--- config.mk ---
export PLATFORM = sky130hd
export DESIGN_NAME = irq_prio_unit
export DESIGN_NICKNAME = d
export VERILOG_FILES = /design/src/rtl/irq_prio_pkg.sv /design/src/rtl/irq_status_reg.sv /design/src/rtl/irq_mask_reg.sv /design/src/rtl/irq_level_enc.sv /design/src/rtl/irq_prio_unit.sv
export SDC_FILE = /design/constraint.sdc
export NUM_CORES = 1
export LEC_CHECK = 0
export BUFFER_PORTS_ARGS = -buffer_cell sky130_fd_sc_hd__buf_2
export CORE_ASPECT_RATIO = 1.75
export CORE_MARGIN = 2
export CORE_UTILIZATION = 49
export CTS_CLUSTER_SIZE = 16
export DETAILED_ROUTE_END_ITERATION = 10
export GPL_TIMING_DRIVEN = 0
export HOLD_SLACK_MARGIN = 0.03
export PLACE_DENSITY = 0.75
export REMOVE_ABC_BUFFERS = 1
export SLEW_MARGIN = 20
export SYNTH_ARGS = -nofsm -noshare
export SYNTH_HDL_FRONTEND = slang
export SYNTH_HIERARCHICAL = 1
export SYNTH_SLANG_ARGS = --single-unit
--- constraint.sdc ---
create_clock -name clk -period 2.5 [get_ports clk]
set_input_delay 0.25 -clock clk [delete_from_list [all_inputs] [get_ports clk]]
set_output_delay 0.25 -clock clk [all_outputs]
set_load 0.005 [all_outputs]
--- src/rtl/irq_prio_pkg.sv ---
package irq_prio_pkg;
  localparam int NUM_SRC = 13;
  localparam int REG_W   = 32;

  // fixed pending-bit position of each source index
  function automatic int src_pos(input int k);
    case (k)
      0:  return 7;
      1:  return 3;
      2:  return 2;
      3:  return 9;
      4:  return 10;
      5:  return 12;
      6:  return 5;
      7:  return 17;
      8:  return 28;
      9:  return 27;
      10: return 26;
      11: return 23;
      default: return 21;
    endcase
  endfunction

  // processor level requested by each source index
  function automatic logic [2:0] src_lvl(input int k);
    if (k < 7)       return 3'd3;
    else if (k == 7) return 3'd5;
    else             return 3'd6;
  endfunction

  // all pending bits that have a source of the given level
  function automatic logic [REG_W-1:0] group_bits(input logic [2:0] lvl);
    logic [REG_W-1:0] m;
    m = '0;
    for (int k = 0; k < NUM_SRC; k++)
      if (src_lvl(k) == lvl) m[src_pos(k)] = 1'b1;
    return m;
  endfunction
endpackage

--- src/rtl/irq_status_reg.sv ---
module irq_status_reg
  import irq_prio_pkg::*;
#(
  parameter int N_SRC = NUM_SRC,
  parameter int DW    = REG_W
) (
  input  logic             clk,
  input  logic             rst_n,
  input  logic [N_SRC-1:0] src_i,
  input  logic             host_wr,
  input  logic [DW-1:0]    host_wdata,
  output logic [DW-1:0]    status_o
);
  logic [N_SRC-1:0] src_q;
  logic [DW-1:0]    status_q, status_d;

  always_comb begin
    status_d = host_wr ? host_wdata : status_q;
    for (int k = 0; k < N_SRC; k++)
      if (src_i[k] != src_q[k]) status_d[src_pos(k)] = src_i[k];
  end

  always_ff @(posedge clk) begin
    if (!rst_n) begin
      src_q    <= '0;
      status_q <= '0;
    end else begin
      src_q    <= src_i;
      status_q <= status_d;
    end
  end

  assign status_o = status_q;
endmodule

--- src/rtl/irq_mask_reg.sv ---
module irq_mask_reg #(
  parameter int DW = 32
) (
  input  logic          clk,
  input  logic          rst_n,
  input  logic          host_wr,
  input  logic [DW-1:0] host_wdata,
  output logic [DW-1:0] mask_o
);
  logic [DW-1:0] mask_q;

  always_ff @(posedge clk) begin
    if (!rst_n)       mask_q <= '0;
    else if (host_wr) mask_q <= host_wdata;
  end

  assign mask_o = mask_q;
endmodule

--- src/rtl/irq_level_enc.sv ---
module irq_level_enc
  import irq_prio_pkg::*;
#(
  parameter int N_SRC = NUM_SRC,
  parameter int DW    = REG_W
) (
  input  logic [DW-1:0] status_i,
  input  logic [DW-1:0] mask_i,
  output logic [2:0]    level_o
);
  logic [DW-1:0]    pend;
  logic [N_SRC-1:0] hit;
  logic             any3, any5, any6;

  assign pend = status_i & mask_i;

  for (genvar k = 0; k < N_SRC; k++) begin : g_hit
    assign hit[k] = pend[src_pos(k)];
  end

  always_comb begin
    any3 = 1'b0;
    any5 = 1'b0;
    any6 = 1'b0;
    for (int k = 0; k < N_SRC; k++) begin
      if (hit[k] && src_lvl(k) == 3'd3) any3 = 1'b1;
      if (hit[k] && src_lvl(k) == 3'd5) any5 = 1'b1;
      if (hit[k] && src_lvl(k) == 3'd6) any6 = 1'b1;
    end
    if (any6)      level_o = 3'd6;
    else if (any5) level_o = 3'd5;
    else if (any3) level_o = 3'd3;
    else           level_o = 3'd0;
  end
endmodule

--- src/rtl/irq_prio_unit.sv ---
module irq_prio_unit
  import irq_prio_pkg::*;
#(
  parameter int          ADDR_W     = 16,
  parameter logic [15:0] STATUS_OFF = 16'h7000,
  parameter logic [15:0] MASK_OFF   = 16'h7800
) (
  input  logic               clk,
  input  logic               rst_n,
  input  logic [NUM_SRC-1:0] src_i,
  input  logic [ADDR_W-1:0]  reg_addr,
  input  logic               reg_wr,
  input  logic [REG_W-1:0]   reg_wdata,
  output logic [REG_W-1:0]   reg_rdata,
  output logic [2:0]         irq_level
);
  localparam logic [ADDR_W-1:0] STAT_A = ADDR_W'(STATUS_OFF);
  localparam logic [ADDR_W-1:0] MASK_A = ADDR_W'(MASK_OFF);

  logic             sel_stat, sel_mask;
  logic [REG_W-1:0] status_q, mask_q;

  assign sel_stat = (reg_addr == STAT_A);
  assign sel_mask = (reg_addr == MASK_A);

  irq_status_reg #(.N_SRC(NUM_SRC), .DW(REG_W)) u_status (
    .clk(clk), .rst_n(rst_n), .src_i(src_i),
    .host_wr(reg_wr && sel_stat), .host_wdata(reg_wdata),
    .status_o(status_q)
  );

  irq_mask_reg #(.DW(REG_W)) u_mask (
    .clk(clk), .rst_n(rst_n),
    .host_wr(reg_wr && sel_mask), .host_wdata(reg_wdata),
    .mask_o(mask_q)
  );

  irq_level_enc #(.N_SRC(NUM_SRC), .DW(REG_W)) u_enc (
    .status_i(status_q), .mask_i(mask_q), .level_o(irq_level)
  );

  always_comb begin
    if (sel_stat)      reg_rdata = status_q;
    else if (sel_mask) reg_rdata = mask_q;
    else               reg_rdata = '0;
  end
endmodule

==> metrics.csv, run 1 <==
metric,value,unit
run status,"finished, final reports clean",
combinational family with the most area after synthesis,multiplexers,
Skew-Pair Late Insertion Delay,330,ps
DR WL/cell,14.2,µm
most area-consuming cells after synthesis,"sky130_fd_sc_hd__dfxtp_1 (42%), sky130_fd_sc_hd__mux2i_1 (26%), sky130_fd_sc_hd__nor2b_1 (10%)",
area share of and/or/nand/nor cells after synthesis,0.212,
Worst path max stage delay,490,ps
CTS tree,built,
multiplexer share of the synthesized area,0.259,
time the final worst path needs with I/O delays and setup,2350,ps
worst-case clock skew,5.49,ps
Tcrit/Tclk final,0.939,
count of cell types in the netlist,26,
Detail Route met3 WL,348,µm
H-tree depth reported by CTS,3,
pwr/cell area,599,mW/mm²
starting density of the core,0.497,
Cells after Synth,351,
standard cell core area,0.00746,mm²
adder-cell share of the synthesized area,0.0216,
RSZ-0062 raised after global routing,no,
number of flops mapped to enable cells by yosys,0,
final-report max-slew violation count,0,
largest fanout on the critical path,8,
cell with the biggest individual delay on the critical path,sky130_fd_sc_hd__nor3_1,
clock edge transition at the registers on the reported setup and hold paths,50,ps
xor and xnor area share after synthesis,0,
Syn. warnings,6,
topmost layer with routed signal wires,met4,
overflow left after global routing,0,
gpl congestion,0.703,
crit start category,input pin,
area of the die,0.00830,mm²
cell area after layout,0.00451,mm²
largest net degree at the start of global routing,78,
worst voltage drop across the vdd grid,0.535,mV
kind of path behind the tightest hold check,input pin to register,
final cell count without fillers,538,
LEAKAGE,1.80,nW
floorplan row count,42,
width of the die,69.7,µm
netlist area before placement,0.00371,mm²
DRC,0,
total number of nets in the final design,511,
worst r2r src,u_status/status_o[21],
share of Yosys cell area claimed by the top area cell type,0.416,
overall fraction of global-route tracks in use,0.192,
highest achievable clock rate,426,MHz
number of detailed-route iterations in the first pass,4,
total number of clock tree sinks,77,
layout overhead on the synthesized area,21.6,%
Detail Placement HPWL,5100,µm
worst hold start,src_i[2],
via count of the routed design,2700,
buffer cell driving the clock tree root,sky130_fd_sc_hd__clkbuf_16,
Worst path top cell family by delay,simple AND/OR/NAND/NOR gates,
max-capacitance violation count,0,
fraction of layout instances using a drive strength above 1,0.324,
per-cell via count in the routed design,5.02,
final-report setup violation count,0,
synth cell count leaders,"sky130_fd_sc_hd__mux2i_1 (96), sky130_fd_sc_hd__dfxtp_1 (77), sky130_fd_sc_hd__nor2b_1 (59)",
beginning of the critical path,reg_addr[8],
vertical die dimension,119,µm
diode count,0,
"Cell Chain, Critical Path",buf_2 -> nor3_1 -> nand4_4 -> nor3b_4 -> buf_6 -> buf_4 -> buf_4 -> mux2i_1 -> nor2_1 -> a22o_1,
Max-slew headroom,0.266,
DRT met1 WL,3140,µm
compound-gate portion of the synthesized area,0.0257,
vias in the first global route,2654,
count of routing violations after the opening detailed-route iteration,98,
count of fill cells added during filler insertion,649,
cell with the most instances after synthesis,sky130_fd_sc_hd__mux2i_1,
Worst Max-Slew Pin Slew,1100,ps
endpoint required time on the critical path,2720,ps
Critical Path AT,2570,ps
clock tree buffer depth,2,
global-route wire length before repair,12600,µm
Worst Setup End Kind,register,
most used cell along the critical path,sky130_fd_sc_hd__buf_4,
CP Class,input pin to register,
placed insts,522,
I/O pins,99,
post-detailed-routing wire length,7650,µm
DP Area,0.00420,mm²
wire length on met2,3960,µm
synthesis-stage register bit count,77,
final hold violation count,0,
dominant register cell in the synthesized netlist,sky130_fd_sc_hd__dfxtp_1,
sum of buffers and inverters on the critical path,4,
post-route ant nets,0,
mean post-synth cell area,10.6,µm²
Port Buf Inserts,98,
proportion of register bits with asynchronous set or reset after synthesis,0,
antenna violations before repair,0,
portion of the post-synthesis area used by sequential elements,0.416,
CTS buffer count,9,
"area leader, netlist",sky130_fd_sc_hd__dfxtp_1,
==> path summary, 6_finish.rpt <==
check,to,slack [ps],depth (start not counted)
max,u_status/status_o[12],150,10
min reg2reg,u_status/status_o[5],490,2
max reg2reg,u_status/status_o[21],1530,3
min,u_status/src_q[2],130,2
==> cell type report <==
type                    instances  area (µm²)  area share
well taps                      88         110      0.0244
flip-flops and latches         77        1540       0.342
inverters                       9        33.8     0.00750
repair buffers                106         587       0.130
clock buffers                  12         246      0.0547
multi-input cells             244        1950       0.433
clock inverters                 2        35.0     0.00778
==> registers in the layout, summed over array words and instances, names as in the netlist <==
register	flops
u_mask/mask_o	32
u_status/src_q	13
u_status/status_o	32
==> layout by cell type, fill, tap and decap left out, drive strengths merged, types with 5 or more instances in the layout <==
cell and instances:
buf 106, mux2i 96, dfxtp 77, nor2b 59, nor2 38, and2 13, clkbuf 12, nand2 10
inv 9, maj3 8, a22o 5
==> per-stage QoR <==
stage,hold WS (ps),setup TNS [ps],util,total power [W],setup WS [ps]
after CTS,114,0,0.603,0.00274,125
after global placement,467,-227550,0.549,0.00147,-5080
after floorplan,372,-121970,-,0.00138,-2960
after detailed placement,470,-14390,0.563,0.00148,-749
after global routing,129,0,0.604,0.00281,3.79
final,130,0,0.604,0.00270,152
==> repair_timing <==
item	in CTS	in global routing
cloned	1	0
pin swaps	1	0
setup buffers	1	0
gates resized for setup	0	1
hold buffers	0	0
endpoints found under the setup margin	18	7
==> kinds of logic after synthesis <==
family	count (synthesis)
multiplexers	96
flip-flops	77
AO/OA/AOI/OAI	11
AND/OR/NAND/NOR	128
adder cells (fa/ha/maj)	8
buffers and inverters	31
==> power by group <==
part           total, W  switching (W)  internal [W]  leakage (nW)
logic          0.000180      0.0000820     0.0000981          1.03
registers       0.00127      0.0000165       0.00126         0.627
clock network   0.00125       0.000459      0.000787         0.139
total           0.00270       0.000558       0.00214          1.80
==> layer usage <==
| metal | up-vias | track usage |
|---|---|---|
| li1 | 1378 | - |
| met1 | 1236 | 0.214 |
| met2 | 69 | 0.335 |
| met3 | 17 | 0.0491 |
| met4 | 0 | 0.0938 |
| met5 | - | 0 |
Power figures use the tool's default switching activity.
==> inputs of run 2 (changes only) <==
ABC_AREA = 1   (was default)
PLACE_DENSITY = 0.74   (was 0.75)
==> run 2 against run 1 <==
  * Clock power is 3% lower
  * Design area is 4.2% higher
  * Sequential power hardly changed
  * Clock skew is 0.51 ps higher
  * Total power is 1.5% lower
  * Die area is 6.2% higher
  * First-iteration DRC count grew to 3.1 times the previous value
  * Sequential cell count stayed put
  * Hold slack worse by 10 ps
  * Critical path type unchanged
  * Global-route usage is 4.0 points higher
==> metrics.csv, run 2 <==
metric,value,unit,change
Port Buf Inserts,98,,unchanged
Syn. warnings,6,,unchanged
cell with the biggest individual delay on the critical path,sky130_fd_sc_hd__inv_6,,was sky130_fd_sc_hd__nor3_1
worst r2r src,u_status/status_o[3],,was u_status/status_o[21]
portion of the post-synthesis area used by sequential elements,0.390,,was 0.416
placed insts,785,,was 522
run status,"finished, final reports clean",,unchanged
worst hold start,src_i[7],,was src_i[2]
LEAKAGE,2.67,nW,was 1.80 nW
endpoint required time on the critical path,2740,ps,was 2720 ps
final-report setup violation count,0,,unchanged
largest fanout on the critical path,33,,was 8
CP Class,input pin to register,,unchanged
CTS tree,built,,unchanged
Clock Power Share,0.454,,was 0.462
Worst path top cell family by delay,simple AND/OR/NAND/NOR gates,,unchanged
worst voltage drop across the vdd grid,0.438,mV,was 0.535 mV
per-cell via count in the routed design,5.08,,was 5.02
antenna violations before repair,0,,unchanged
Skew-Pair Late Insertion Delay,340,ps,was 330 ps
end of the worst register-to-register path,u_status/status_o[3],,was u_status/status_o[21]
post-detailed-routing wire length,10200,µm,was 7650 µm
RSZ-0062 raised after global routing,no,,unchanged
clock edge transition at the registers on the reported setup and hold paths,60,ps,was 50 ps
gpl congestion,0.783,,was 0.703
cell with the most instances after synthesis,sky130_fd_sc_hd__nand2_1,,was sky130_fd_sc_hd__mux2i_1
Detail Placement HPWL,6440,µm,was 5100 µm
sum of buffers and inverters on the critical path,6,,was 4
DR WL/cell,12.6,µm,was 14.2 µm
worst reg-to-reg setup slack,1780,ps,was 1530 ps
standard cell core area,0.00786,mm²,was 0.00746 mm²
synth cell count leaders,"sky130_fd_sc_hd__nand2_1 (192), sky130_fd_sc_hd__nor2_1 (137), sky130_fd_sc_hd__inv_1 (78)",,"was sky130_fd_sc_hd__mux2i_1 (96), sky130_fd_sc_hd__dfxtp_1 (77), sky130_fd_sc_hd__nor2b_1 (59)"
area of the die,0.00882,mm²,was 0.00830 mm²
max-capacitance violation count,0,,unchanged
global-route wire length before repair,16000,µm,was 12600 µm
overall fraction of global-route tracks in use,0.232,,was 0.192
"commonest cells after routing, fill and taps aside","sky130_fd_sc_hd__nand2_1 (191), sky130_fd_sc_hd__nor2_1 (135), sky130_fd_sc_hd__buf_2 (97)",,"was sky130_fd_sc_hd__buf_2 (98), sky130_fd_sc_hd__mux2i_1 (96), sky130_fd_sc_hd__dfxtp_1 (77)"
cell count of the worst hold path,3,,was 2
logic depth of the worst register-to-register path,4,,was 3
starting density of the core,0.503,,was 0.497
number of detailed-route iterations in the first pass,5,,was 4
final hold violation count,0,,unchanged
Final Core Density,0.597,,was 0.604
layout overhead on the synthesized area,18.9,%,was 21.6%
count of routing violations after the opening detailed-route iteration,304,,was 98
Tcrit/Tclk final,0.869,,was 0.939
proportion of register bits with asynchronous set or reset after synthesis,0,,unchanged
worst-case clock skew,6.00,ps,was 5.49 ps
I/O pins,99,,unchanged
switching fraction of total power,0.228,,was 0.207
width of the die,71.9,µm,was 69.7 µm
most used cell along the critical path,sky130_fd_sc_hd__nand2_1,,was sky130_fd_sc_hd__buf_4
largest net degree at the start of global routing,66,,was 78
internal cell power,0.00205,W,was 0.00214 W
Hold EP,u_status/src_q[7],,was u_status/src_q[2]
sequential share of power,0.478,,was 0.472
Cells after Synth,629,,was 351
Critical Path AT,2410,ps,was 2570 ps
H-tree depth reported by CTS,3,,unchanged
DRC,0,,unchanged
most area-consuming cells after synthesis,"sky130_fd_sc_hd__dfxtp_1 (39%), sky130_fd_sc_hd__nand2_1 (18%), sky130_fd_sc_hd__nor2_1 (13%)",,"was sky130_fd_sc_hd__dfxtp_1 (42%), sky130_fd_sc_hd__mux2i_1 (26%), sky130_fd_sc_hd__nor2b_1 (10%)"
"area leader, netlist",sky130_fd_sc_hd__dfxtp_1,,unchanged
pwr/cell area,567,mW/mm²,was 599 mW/mm²
vias in the first global route,3721,,was 2654
fraction of layout instances using a drive strength above 1,0.185,,was 0.324
met2 GRT Util,0.438,,was 0.335
buffer cell driving the clock tree root,sky130_fd_sc_hd__clkbuf_16,,unchanged
met1 Use GR,0.243,,was 0.214
total number of nets in the final design,772,,was 511
kind of path behind the tightest hold check,input pin to register,,unchanged
GRT met3 Usage,0.0378,,was 0.0491
post-route ant nets,0,,unchanged
CTS buffer count,9,,unchanged
share of Yosys cell area claimed by the top area cell type,0.390,,was 0.416
vertical die dimension,123,µm,was 119 µm
overflow left after global routing,0,,unchanged
most crowded layer after global routing,met2,,unchanged
final cell count without fillers,803,,was 538
Worst Setup End Kind,register,,unchanged
Worst path max stage delay,350,ps,was 490 ps
clock tree buffer depth,2,,unchanged
count of cell types in the netlist,16,,was 26
total number of clock tree sinks,77,,unchanged
crit start category,input pin,,unchanged
Worst Max-Slew Pin Slew,804,ps,was 1100 ps
time the final worst path needs with I/O delays and setup,2170,ps,was 2350 ps
synthesis-stage register bit count,77,,unchanged
number of flops mapped to enable cells by yosys,0,,unchanged
via count of the routed design,4080,,was 2700
Max-slew headroom,0.463,,was 0.266
diode count,0,,unchanged
"most common cell after layout, fill and taps aside",sky130_fd_sc_hd__nand2_1,,was sky130_fd_sc_hd__buf_2
count of fill cells added during filler insertion,763,,was 649
number of stages on the worst setup path,14,,was 10
highest achievable clock rate,460,MHz,was 426 MHz
netlist area before placement,0.00395,mm²,was 0.00371 mm²
mean post-synth cell area,6.28,µm²,was 10.6 µm²
total power,0.00266,W,was 0.00270 W
Hold Buf Count CTS,0,,unchanged
floorplan row count,43,,was 42
dominant register cell in the synthesized netlist,sky130_fd_sc_hd__dfxtp_1,,unchanged
final-report max-slew violation count,0,,unchanged
power spent charging and discharging nets,0.000607,W,was 0.000558 W
combinational fraction of design power,0.068,,was 0.067
"Cell Chain, Critical Path",buf_2 -> inv_1 -> nand2_1 -> nor2_1 -> nand2_4 -> inv_6 -> nand2_1 -> nor2_4 -> buf_8 -> inv_2 -> nand2_1 -> nand3_1 -> nand2_1 -> inv_1,,was buf_2 -> nor3_1 -> nand4_4 -> nor3b_4 -> buf_6 -> buf_4 -> buf_4 -> mux2i_1 -> nor2_1 -> a22o_1
==> run 2: changes by cell type in the layout (fill, tap and decap cells not counted), moves of 33 or more <==
cell / change
sky130_fd_sc_hd__nand3_1: +47
sky130_fd_sc_hd__nor2_1: +118
sky130_fd_sc_hd__inv_1: +69
sky130_fd_sc_hd__nor2b_1: -59
sky130_fd_sc_hd__nand4_1: +33
sky130_fd_sc_hd__nand2_1: +181
sky130_fd_sc_hd__mux2i_1: -96
==> run 2: routing by layer <==
metal | vias to the layer above | wire [µm]
met5 | - | 0
met4 | 0 | 212
met3 | 15 | 617
met2 | 134 | 5390
met1 | 1852 | 3940
li1 | 2079 | -
==> run 2: layout make-up <==
| class | instances | area (µm²) | area share |
|---|---|---|---|
| clock buffer | 12 | 256 | 0.0547 |
| multi-input combinational | 435 | 1860 | 0.396 |
| inverter | 82 | 313 | 0.0666 |
| tap | 90 | 113 | 0.0240 |
| timing repair buffer | 103 | 591 | 0.126 |
| clock inverter | 4 | 22.5 | 0.00480 |
| sequential | 77 | 1540 | 0.328 |
==> run 2: metrics by stage <==
step / hold slack (ps) / TNS, ps / setup WS, ps / area [µm²]
6_report: 119 / 0 / 328 / 4690
2_1_floorplan: 343 / -84880 / -1650 / 3670
4_1_cts: 112 / 0 / 35.9 / 4680
3_5_place_dp: 461 / -26620 / -816 / 4390
5_1_grt: 140 / 0 / 133 / 4690
3_3_place_gp: 457 / -232400 / -3540 / 4270
==> run 2: how the worst max path moves through the flow <==
stage                  from               endpoint  slack (ps)
2_1_floorplan   reg_addr[3]      u_mask/mask_o[29]       -1650
3_3_place_gp    reg_addr[3]       u_mask/mask_o[3]       -3540
3_5_place_dp   reg_addr[15]  u_status/status_o[23]        -820
4_1_cts        reg_addr[15]   u_status/status_o[3]          40
5_1_grt        reg_addr[15]  u_status/status_o[23]         130
6_report       reg_addr[15]   u_status/status_o[3]         330
==> run 2: what timing repair did <==
item                       CTS  global route
setup endpoints to repair   32            39
gates resized for setup      3             0
cloned                       0             1
pin swaps                    0             2
buffers inserted             0             1
==> run 2: logic make-up (layout without fill, tap and decap cells) <==
family | count (synthesis) | in the layout | synth area share
simple gates | 415 | 416 | 0.436
buf+inv | 118 | 201 | 0.149
compound gates | 19 | 19 | 0.0241
flops | 77 | 77 | 0.390
==> run 2: tightest hold or removal path, cell delays in order <==
cell and delay (ps):
sky130_fd_sc_hd__buf_2 100, sky130_fd_sc_hd__nand2_1 40, sky130_fd_sc_hd__inv_1 40
==> run 2: power groups by stage <==
stage / clock (W) / sequential (W) / combinational [W]
after floorplan: 0 / 0.00129 / 0.0000867
after global placement: 0 / 0.00130 / 0.000170
after detailed placement: 0 / 0.00130 / 0.000181
after CTS: 0.00124 / 0.00127 / 0.000182
after global routing: 0.00127 / 0.00127 / 0.000209
final: 0.00121 / 0.00127 / 0.000182
==> inputs of run 3 (changes only) <==
CORE_UTILIZATION = 48   (was 49)
PLACE_DENSITY = 0.76   (was 0.74)
clock period = 1.9 ns   (was 2.5 ns; I/O delays follow)
==> run 3 against run 2 <==
  * Sequential share of layout area shrank 0.87 points
  * Routed wire length grew 3.3%
  * First-iteration DRC count shrank 24%
  * Largest cell class unchanged
==> metrics.csv, run 3 (synthesized netlist as in run 2, its figures left out) <==
metric,value,unit,change
CTS tree,built,,unchanged
setup slack after layout,171,ps,was 328 ps
via count of the routed design,4114,,was 4080
post-detailed-routing wire length,10500,µm,was 10200 µm
total number of clock tree sinks,77,,unchanged
DRC,0,,unchanged
layout overhead on the synthesized area,22.1,%,was 18.9%
count of routing violations after the opening detailed-route iteration,230,,was 304
diode count,0,,unchanged
endpoint required time on the critical path,2140,ps,was 2740 ps
Worst Max-Slew Pin Slew,664,ps,was 804 ps
I/O pins,99,,unchanged
Total Neg Setup Slack,0,ps,unchanged
final-report setup violation count,0,,unchanged
DP Area,0.00444,mm²,was 0.00439 mm²
final hold violation count,0,,unchanged
Critical Path AT,1970,ps,was 2410 ps
per-cell via count in the routed design,5.09,,was 5.08
vias in the first global route,3807,,was 3721
area of the die,0.00899,mm²,was 0.00882 mm²
crit start category,input pin,,unchanged
H-tree depth reported by CTS,3,,unchanged
highest achievable clock rate,578,MHz,
logic depth of the worst register-to-register path,5,,was 4
sequential cell area,0.00154,mm²,unchanged
count of fill cells added during filler insertion,782,,was 763
global-route wire length before repair,16400,µm,was 16000 µm
Tcrit/Tclk final,0.910,,
LEAKAGE,2.72,nW,was 2.67 nW
antenna violations before repair,0,,unchanged
total power,0.00359,W,was 0.00266 W
total number of nets in the final design,779,,was 772
Hold EP,u_status/src_q[5],,was u_status/src_q[7]
floorplan row count,43,,unchanged
worst r2r src,u_status/src_q[0],,was u_status/status_o[3]
cell count of the worst hold path,3,,unchanged
CTS buffer count,9,,unchanged
final-report max-slew violation count,0,,unchanged
Skew-Pair Late Insertion Delay,340,ps,about the same
RSZ-0062 raised after global routing,no,,unchanged
overall fraction of global-route tracks in use,0.235,,was 0.232
starting density of the core,0.496,,was 0.503
worst-case clock skew,2.68,ps,was 6.00 ps
"most common cell after layout, fill and taps aside",sky130_fd_sc_hd__nand2_1,,unchanged
Detail Placement HPWL,6450,µm,was 6440 µm
"commonest cells after routing, fill and taps aside","sky130_fd_sc_hd__nand2_1 (191), sky130_fd_sc_hd__nor2_1 (134), sky130_fd_sc_hd__buf_2 (97)",,"was sky130_fd_sc_hd__nand2_1 (191), sky130_fd_sc_hd__nor2_1 (135), sky130_fd_sc_hd__buf_2 (97)"
Port Buf Inserts,98,,unchanged
Max-slew headroom,0.557,,was 0.463
kind of path behind the tightest hold check,input pin to register,,unchanged
worst hold start,src_i[5],,was src_i[7]
DR WL/cell,13.0,µm,was 12.6 µm
clock tree buffer depth,2,,unchanged
cell area after layout,0.00482,mm²,was 0.00469 mm²
largest net degree at the start of global routing,66,,unchanged
Worst Setup End Kind,register,,unchanged
standard cell core area,0.00796,mm²,was 0.00786 mm²
worst setup slack after placement,-1230,ps,was -816 ps
gpl congestion,0.769,,was 0.783
end of the worst register-to-register path,u_status/status_o[7],,was u_status/status_o[3]
width of the die,72.6,µm,was 71.9 µm
buffer cell driving the clock tree root,sky130_fd_sc_hd__clkbuf_16,,unchanged
overflow left after global routing,0,,unchanged
area of the multi-input gates,0.00187,mm²,was 0.00186 mm²
number of detailed-route iterations in the first pass,5,,unchanged
worst voltage drop across the vdd grid,0.577,mV,was 0.438 mV
CP Class,input pin to register,,unchanged
run status,"finished, final reports clean",,unchanged
clock edge transition at the registers on the reported setup and hold paths,60,ps,about the same
post-route ant nets,0,,unchanged
pwr/cell area,745,mW/mm²,was 567 mW/mm²
time the final worst path needs with I/O delays and setup,1730,ps,
worst reg-to-reg setup slack,1200,ps,was 1780 ps
largest fanout on the critical path,33,,unchanged
vertical die dimension,124,µm,was 123 µm
fraction of layout instances using a drive strength above 1,0.193,,was 0.185
max-capacitance violation count,0,,unchanged
## run 3: cell types whose count changed in the layout (fill, tap and decap cells not counted), sizes merged
cell	change
clkbuf	+3
nand2	+1
clkinvlp	-1
clkinv	-3
buf	+6
## run 3: layout make-up
type                    count  area share
clock buffers              15      0.0618
inverters                  82      0.0670
multi-input cells         436       0.388
flip-flops and latches     77       0.320
well taps                  90      0.0234
repair buffers            109       0.140
## run 3: stage by stage
step	std cells	util	hold slack [ps]
2_1_floorplan	593	-	283
3_3_place_gp	781	0.536	397
3_5_place_dp	786	0.557	404
4_1_cts	805	0.601	54.2
5_1_grt	809	0.605	86.9
6_report	809	0.605	58.8
## run 3: worst max-delay path by stage
stage	startpoint	slack, ps	cells past startpoint	endpoint
after floorplan	reg_addr[3]	-2190	8	u_mask/mask_o[29]
after global placement	reg_addr[3]	-4070	9	u_mask/mask_o[27]
after detailed placement	reg_addr[9]	-1230	14	u_status/status_o[26]
after CTS	reg_addr[9]	40	7	reg_rdata[5]
after global routing	reg_addr[7]	70	13	u_mask/mask_o[24]
final	reg_addr[15]	170	14	u_status/status_o[7]
## run 3: power by group
| group | total [W] | switching [W] | internal (W) |
|---|---|---|---|
| Clock | 0.00168 | 0.000621 | 0.00106 |
| Sequential | 0.00167 | 0.0000202 | 0.00165 |
| Combinational | 0.000243 | 0.000141 | 0.000102 |
## run 3: critical path, cell delays in order
cell	delay, ps
sky130_fd_sc_hd__buf_2	100
sky130_fd_sc_hd__inv_1	60
sky130_fd_sc_hd__nand2_1	50
sky130_fd_sc_hd__nor2_1	280
sky130_fd_sc_hd__nand2_4	150
sky130_fd_sc_hd__inv_12	180
sky130_fd_sc_hd__nand2_1	120
sky130_fd_sc_hd__nor2_4	170
sky130_fd_sc_hd__buf_16	190
sky130_fd_sc_hd__inv_4	160
sky130_fd_sc_hd__nand2_1	110
sky130_fd_sc_hd__nand3_1	70
sky130_fd_sc_hd__nand2_1	70
sky130_fd_sc_hd__inv_1	40
## run 3: layer usage
metal | global-route usage | vias to the layer above | part of all wire
met5 | 0 | - | 0
met4 | 0.111 | 0 | 0.020
met3 | 0.0356 | 14 | 0.056
met2 | 0.450 | 122 | 0.53
met1 | 0.241 | 1890 | 0.39
li1 | - | 2088 | -
## run 3: repair_timing
action | in CTS | in global routing
hold buffers | 0 | 0
setup buffers | 2 | 4
gates cloned | 2 | 0
gates resized for setup | 7 | 1
setup endpoints to repair | 80 | 45
pin swaps | 3 | 2
